<file path="src/rtl/shf_pkg.sv">
package shf_pkg;

    typedef enum logic [1:0] {
        MODE_LOGIC = 2'b00,
        MODE_ARITH = 2'b01,
        MODE_ROT   = 2'b10,
        MODE_RSVD  = 2'b11
    } fill_mode_e;

    typedef enum logic [1:0] {
        FILL_ZERO = 2'b00,
        FILL_SIGN = 2'b01,
        FILL_WRAP = 2'b10
    } fill_src_e;

    // Resolve the requested mode and direction into what enters the vacated end.
    function automatic fill_src_e resolve_fill(fill_mode_e m, logic dn);
        fill_src_e r;
        case (m)
            MODE_ROT:   r = FILL_WRAP;
            MODE_ARITH: r = dn ? FILL_SIGN : FILL_ZERO;
            default:    r = FILL_ZERO;
        endcase
        return r;
    endfunction

endpackage

</file>
<file path="src/rtl/shf_slice4.sv">
module shf_slice4 (
    input  logic [3:0] din,
    input  logic [2:0] link,   // link[0] is the bit just below din[0]
    input  logic [1:0] sel,
    output logic [3:0] dout
);
    logic [6:0] ext;

    assign ext = {din, link[0], link[1], link[2]};

    always_comb begin
        for (int n = 0; n < 4; n++) begin
            dout[n] = ext[3'(n + 3) - 3'(sel)];
        end
    end
endmodule

</file>
<file path="src/rtl/shf_fill.sv">
module shf_fill
    import shf_pkg::*;
#(
    parameter int W  = 16,
    parameter int FW = 15
) (
    input  logic [W-1:0]  word,
    input  logic          sign_bit,
    input  fill_src_e     src,
    output logic [FW-1:0] lowfill  // lowfill[FW-1] sits directly below word[0]
);
    for (genvar m = 0; m < FW; m++) begin : g_fill
        localparam int SRCI = (((W - 1 - m) % W) + W) % W;
        assign lowfill[FW-1-m] = (src == FILL_WRAP) ? word[SRCI] :
                                 (src == FILL_SIGN) ? sign_bit   : 1'b0;
    end
endmodule

</file>
<file path="src/rtl/shf_bank.sv">
module shf_bank #(
    parameter int W  = 16,
    parameter int FW = 15,
    parameter int B  = 0
) (
    input  logic [W-1:0]  word,
    input  logic [FW-1:0] lowfill,
    input  logic [1:0]    sel,
    input  logic          en,
    output logic [W-1:0]  bus
);
    localparam int OFS = 4 * B;
    localparam int NS  = W / 4;
    localparam int LO  = FW - 3 - OFS;

    logic [W+FW-1:0] cat;
    logic [W+2:0]    pre;    // pre[2:0] feed the bottom slice's links
    logic [W-1:0]    sh;
    logic            unused_bits;

    assign cat = {word, lowfill};
    assign pre = cat[LO + W + 2 : LO];
    assign unused_bits = ^cat;

    for (genvar s = 0; s < NS; s++) begin : g_slice
        shf_slice4 u_slice (
            .din  (pre[4*s+6 : 4*s+3]),
            .link ({pre[4*s], pre[4*s+1], pre[4*s+2]}),
            .sel  (sel),
            .dout (sh[4*s+3 : 4*s])
        );
    end

    // Shared output bus: a disabled bank contributes nothing.
    assign bus = en ? sh : '0;
endmodule

</file>
<file path="src/rtl/shf_wide_top.sv">
module shf_wide_top
    import shf_pkg::*;
#(
    parameter int W  = 16,
    parameter int AW = 4
) (
    input  logic [W-1:0]  data_in,
    input  logic [AW-1:0] amount,
    input  logic [1:0]    mode,
    input  logic          dir_down,
    output logic [W-1:0]  data_out
);
    localparam int NB = 1 << (AW - 2);
    localparam int FW = 4 * NB - 1;

    fill_src_e    src;
    logic [W-1:0]  fwd;
    logic [W-1:0]  up_res;
    logic [FW-1:0] lowfill;
    logic [NB-1:0] bank_en;
    logic [W-1:0]  bank_bus [NB];

    assign src = resolve_fill(fill_mode_e'(mode), dir_down);

    // Orientation: downward shifts run through the upward path bit-reversed.
    for (genvar i = 0; i < W; i++) begin : g_orient
        assign fwd[i]      = dir_down ? data_in[W-1-i] : data_in[i];
        assign data_out[i] = dir_down ? up_res[W-1-i]  : up_res[i];
    end

    shf_fill #(.W(W), .FW(FW)) u_fill (
        .word     (fwd),
        .sign_bit (data_in[W-1]),
        .src      (src),
        .lowfill  (lowfill)
    );

    for (genvar b = 0; b < NB; b++) begin : g_bank
        assign bank_en[b] = (amount[AW-1:2] == (AW-2)'(b));
        shf_bank #(.W(W), .FW(FW), .B(b)) u_bank (
            .word    (fwd),
            .lowfill (lowfill),
            .sel     (amount[1:0]),
            .en      (bank_en[b]),
            .bus     (bank_bus[b])
        );
    end

    always_comb begin
        up_res = '0;
        for (int b = 0; b < NB; b++) begin
            up_res = up_res | bank_bus[b];
        end
    end
endmodule

</file>
<file path="config.mk">
export PLATFORM = sky130hd
export DESIGN_NAME = shf_wide_top
export DESIGN_NICKNAME = d
export VERILOG_FILES = /design/src/rtl/shf_pkg.sv /design/src/rtl/shf_slice4.sv /design/src/rtl/shf_fill.sv /design/src/rtl/shf_bank.sv /design/src/rtl/shf_wide_top.sv
export SDC_FILE = /design/constraint.sdc
export NUM_CORES = 1
export LEC_CHECK = 0
export BUFFER_PORTS_ARGS = -buffer_cell sky130_fd_sc_hd__buf_2
export CAP_MARGIN = 20
export CORE_UTILIZATION = 55
export DETAILED_ROUTE_END_ITERATION = 10
export PLACE_DENSITY = 0.85
export SYNTH_ARGS = -nofsm -noshare
export SYNTH_HDL_FRONTEND = slang
export SYNTH_HIERARCHICAL = 1
export SYNTH_SLANG_ARGS = --single-unit
</file>
<file path="constraint.sdc">
create_clock -name vclk -period 2.4
set_input_delay 0.12 -clock vclk [all_inputs]
set_output_delay 0.12 -clock vclk [all_outputs]
set_load 0.005 [all_outputs]
</file>
== Word-level counts from Yosys, hierarchy flattened ==
Cells that the tools add are included.
Cells by class
  add/subtract/negate cells: 4
  magnitude comparators: 4
  equality and inequality tests: 7
  multiplexer cells: 110
  bitwise operators: 3
  reduce and logical (&&, ||, !) cells: 1
Operators with widths (count)
  $bmux W1 S3: 28
  $mux W1: 77
  $mux W16: 4
  $or A16 B16 Y16: 3
  $lt A3 B4 Y1 const B: 4
  $sub A3 B2 Y3 const A: 3
  $eq A2 B2 Y1 const B: 4
  $eq A2 B1 Y1 const B: 3
  $pmux W2 S2: 1
  $sub A2 B2 Y3 const A: 1
  $logic_not A2 Y1: 1
Storage, ports and cells
  register bits: 0
  bits of input ports: 23
  output and inout bits: 16
  logic and storage cells: 129

== Depth between registers and ports, before layout ==
  word-level depth: 12
  gate-level depth with buffers: 13
  depth with buffers taken out: 11

== Hierarchy ==
The synthesis kept the hierarchy.
By module, submodules not included
  shf_slice4: instances 16, cells each 13, area an instance 195.2 sq um, sequential area each 0.0 sq um
  shf_wide_top: instances 1, cells each 62, area an instance 605.6 sq um, sequential area each 0.0 sq um
  shf_bank: instances 4, cells each 17, area an instance 126.4 sq um, sequential area each 0.0 sq um
  shf_fill: instances 1, cells each 20, area an instance 167.7 sq um, sequential area each 0.0 sq um

== Worst setup path after synthesis ==
OpenSTA, ideal clock, no wires.
  kind: input to output
  from: input dir_down
  to: output data_out[8]
  arrival: 2.588 ns
  data required time: 2.280 ns
  setup slack: -0.308 ns
  stages on the path: 12
  path buffers: 3
  path through: buf_6 > buf_4 > nand2_1 > nor2_1 > and2b_2 > buf_6 > a21o_1 > mux2_4 > mux4_2 > and2_2 > nor4_1 > mux2i_1
RTL lines
  start: declaration: line shf_wide_top.sv:10  | input logic dir_down,
  end: declaration: line shf_wide_top.sv:11  | output logic [W-1:0] data_out

==> results <==
- Detailed routing placed a total of slightly below 700 um of wire on met3.
- The checks that failed: negative setup slack.
- The worst pin sits at a relative slew slack of around three fifths.
- The global router's overall resource usage is between 20% and 30%.
- The filler cell count in the final layout is ~490.
- Setup violations remaining at the end of the flow were counted as 16.
- After layout, the worst path uses 121.4% of the clock period.
- The first detailed-routing pass took 6 iterations.
- The final layout contains routed wiring with a total length of about 13 mm.
- The design has 0 sequential cells.
- Dividing total power by cell area gives a power density of between 200 and 250 nW/um2.
- Dividing the detail-routed wire length by the instance count gives approximately 23 um.
- The repair_antennas step left the layout with diodes totalling 0.
- The number of global-route vias before repair came to roughly 3.7k.
- Entering global routing, the biggest net connects 51 pins.
- The number of failing hold endpoints at the final stage is 0.
- The sequential cells in the finished layout cover a total of 0 um2.
- The clock buffer count is 0.
- The floorplan has 32 rows.
- The first global-routing pass estimated between 15 and 20 mm of wire.
- The initial antenna violation count was 0.
- The top cell type by total area after synthesis is sky130_fd_sc_hd__mux2_4.
- The detailed router's first-iteration violation count is between 300 and 400.
- The die area is ~8400 um2.
- The number of hold-repair buffers added at the cts stage is 0.
- The average via count per standard cell is roughly 6.6.
- Sorting the synthesized cells by area gives the leading types as sky130_fd_sc_hd__mux2_4 (21%), sky130_fd_sc_hd__mux4_1 (19%), sky130_fd_sc_hd__mux4_2 (16%), sky130_fd_sc_hd__ha_1 (9.7%), sky130_fd_sc_hd__and2_2 (8.2%).
- The area share of the largest cell type after synthesis is 20.81%.
- The number of design rule violations left after detail routing is 0.
- The setup slack at placement is -0.5736 ns.
- Each instance of the synthesized netlist takes up on average 12.30 um2.
- Detailed placement ended at an HPWL of 8.364 mm.
- The detailed router placed ~3.7k vias in this run.
- The horizontal die dimension is between 90 and 100 um.
- The number of instances in the synthesized netlist is 358.
- The max-slew violation total from the final report is 0.
- The number of warnings reported in the yosys synthesis log is 6.
- The overall power consumption is 1.182 mW.
- The measured slew at the worst slew-check pin is roughly 0.6 ns.
- Counting I/O delays and the setup requirement, the final critical path takes roughly 2.9 ns.
- The number of nets in the synthesized netlist is around 420.
- Summing every instance area after synthesis gives between 4000 and 5000 um2.
- The area growth from synthesis to layout is 23.88%.
- The number of buffers added on ports is 39.
- The slack of the critical path is -0.5145 ns.
- The path class of the tightest hold or removal check is in2out.
- The total overflow left after global routing is 0.
- The floorplan step defined a core boundary enclosing about 7700 um2.
- Max-cap violations in this run came to 0.
- Derived from the worst setup path, the maximum achievable clock frequency is roughly 0.34 GHz.
- The classification of the worst setup path is in2out.
- The data required time of the worst path is roughly 2.3 ns.
- Following the worst setup path forward leads to its endpoint at data_out[0].
- Setup repair after global routing could not meet its margin everywhere.
- The biggest fanout along the worst timing path is 7.
- The congestion estimate from routability-driven global placement came to slightly below 0.9.
- Of the cells placed in the final design, the portion with a size suffix greater than 1 is 69.76%.
- The detailed router used layers up to and including met4.
- For this design the static power due to leakage is between 2 and 3 nW.
- For the worst setup path, the data arrival time is ~2.8 ns.
- The worst IR drop on VDD is 0.1535 mV.
- STA classifies the critical path startpoint as a primary input.
- The flow ran to the end, but the final reports show violations.
- STA classifies the critical path endpoint as an output port.
- For this block, wires on met1 add up to 4.810 mm.
- 39 I/O pins were placed.
- The sequential fraction of the synthesis area is 0%.
- In the final design database the tool counted slightly above 500 nets.
- The routed wire length on met2 is 6.632 mm.
- The starting density of the core is 56.96%.
- The count of distinct cell types in the synthesized netlist is 20.
- The post-detailed-route count of antenna-violating nets is 0.
- The startpoint of the most critical setup path is mode[0].
- The die extent in y is roughly 91 um.
## layout make-up
type               count  area (um2)  share of cell area (%)
inverters             34       130.1                   2.386
multi-input cells    298        4275                   78.41
well taps            102       127.6                   2.341
repair buffers       121       919.6                   16.87
## where the power goes
part           internal [mW]  switching, mW  total [mW]
registers                  0              0           0
logic                  0.682          0.500        1.18
clock network              0              0           0
## how the worst min path moves through the flow
stage                         from           end  slack, ns  cells after the start
after CTS                 dir_down  data_out[12]       1.01                      5
after global routing      dir_down  data_out[12]       1.05                      5
final                     dir_down  data_out[12]       1.02                      5
after floorplan           dir_down  data_out[10]       0.56                      3
after detailed placement  dir_down  data_out[12]       1.01                      5
after global placement    dir_down   data_out[2]       1.01                      5
## stage by stage
| step | cell area, um2 | setup TNS (ns) | instances | util, % | hold WS [ns] |
|---|---|---|---|---|---|
| global route | 5453 | -8.487 | 555 | 70.56 | 1.050 |
| detailed placement | 5095 | -7.999 | 533 | 65.93 | 1.014 |
| CTS | 5323 | -6.000 | 548 | 68.88 | 1.015 |
| finish | 5453 | -7.439 | 555 | 70.56 | 1.018 |
| global placement | 5095 | -6.484 | 533 | 65.93 | 1.006 |
| floorplan | 4569 | -0.6852 | 358 | - | 0.5597 |
## cells by family (layout without fill, tap and decap cells)
group	Yosys count	count (layout)	synth area share, %
AOI/OAI and AO/OA	15	15	2.558
adders and majority gates	34	34	9.665
buffers and inverters	61	155	10.09
muxes	144	144	60.69
and+or+nand+nor	104	105	17.00
## cell usage in the layout, fill, tap and decap left out, types with 15 or more instances in the layout
| master | count |
|---|---|
| sky130_fd_sc_hd__mux2i_1 | 15 |
| sky130_fd_sc_hd__and2_1 | 15 |
| sky130_fd_sc_hd__buf_4 | 73 |
| sky130_fd_sc_hd__mux4_1 | 32 |
| sky130_fd_sc_hd__and2_4 | 17 |
| sky130_fd_sc_hd__ha_1 | 32 |
| sky130_fd_sc_hd__mux4_2 | 32 |
| sky130_fd_sc_hd__and2_2 | 33 |
| sky130_fd_sc_hd__and2b_2 | 17 |
| sky130_fd_sc_hd__buf_2 | 36 |
| sky130_fd_sc_hd__mux2_4 | 61 |
| sky130_fd_sc_hd__inv_1 | 32 |
## synthesized netlist by cell type
cell type                 number
sky130_fd_sc_hd__mux4_1       32
sky130_fd_sc_hd__mux2i_1      16
sky130_fd_sc_hd__and2b_2      17
sky130_fd_sc_hd__ha_1         34
sky130_fd_sc_hd__buf_4         1
sky130_fd_sc_hd__mux2_4       61
sky130_fd_sc_hd__inv_1        34
sky130_fd_sc_hd__a21o_1       15
sky130_fd_sc_hd__nand2_1       1
sky130_fd_sc_hd__and3b_1       1
sky130_fd_sc_hd__nor2b_1       2
sky130_fd_sc_hd__buf_8         2
sky130_fd_sc_hd__and2_1       17
sky130_fd_sc_hd__and2_2       48
sky130_fd_sc_hd__mux2_2        3
sky130_fd_sc_hd__buf_6        23
sky130_fd_sc_hd__nor2_1        2
sky130_fd_sc_hd__mux4_2       32
sky130_fd_sc_hd__buf_12        1
sky130_fd_sc_hd__nor4_1       16
## worst max-delay path, cell delays in order
cell and delay, ns:
sky130_fd_sc_hd__buf_8 0.08, sky130_fd_sc_hd__inv_4 0.03, sky130_fd_sc_hd__ha_4 0.25, sky130_fd_sc_hd__nor2_4 0.04
sky130_fd_sc_hd__and3b_2 0.24, sky130_fd_sc_hd__buf_6 0.14, sky130_fd_sc_hd__a21o_4 0.23, sky130_fd_sc_hd__buf_6 0.13
sky130_fd_sc_hd__mux2_4 0.26, sky130_fd_sc_hd__mux4_2 0.47, sky130_fd_sc_hd__and2_4 0.18, sky130_fd_sc_hd__nor4_4 0.20
sky130_fd_sc_hd__buf_4 0.19, sky130_fd_sc_hd__mux2i_4 0.07, sky130_fd_sc_hd__buf_2 0.15
## repair_timing
action,CTS,global route
gates resized for setup,28,14
gates cloned,1,0
setup endpoints to repair,16,16
buffers inserted,14,7
pin swaps,7,10
## routing by layer
layer  vias to the layer above  global-route usage (%)
met2                       191                   53.13
met1                      1852                   35.77
met3                        40                   1.759
met4                         0                   8.730
li1                       1587                       -
met5                         -                       0
Note: power is estimated with default switching activity, not from simulation.
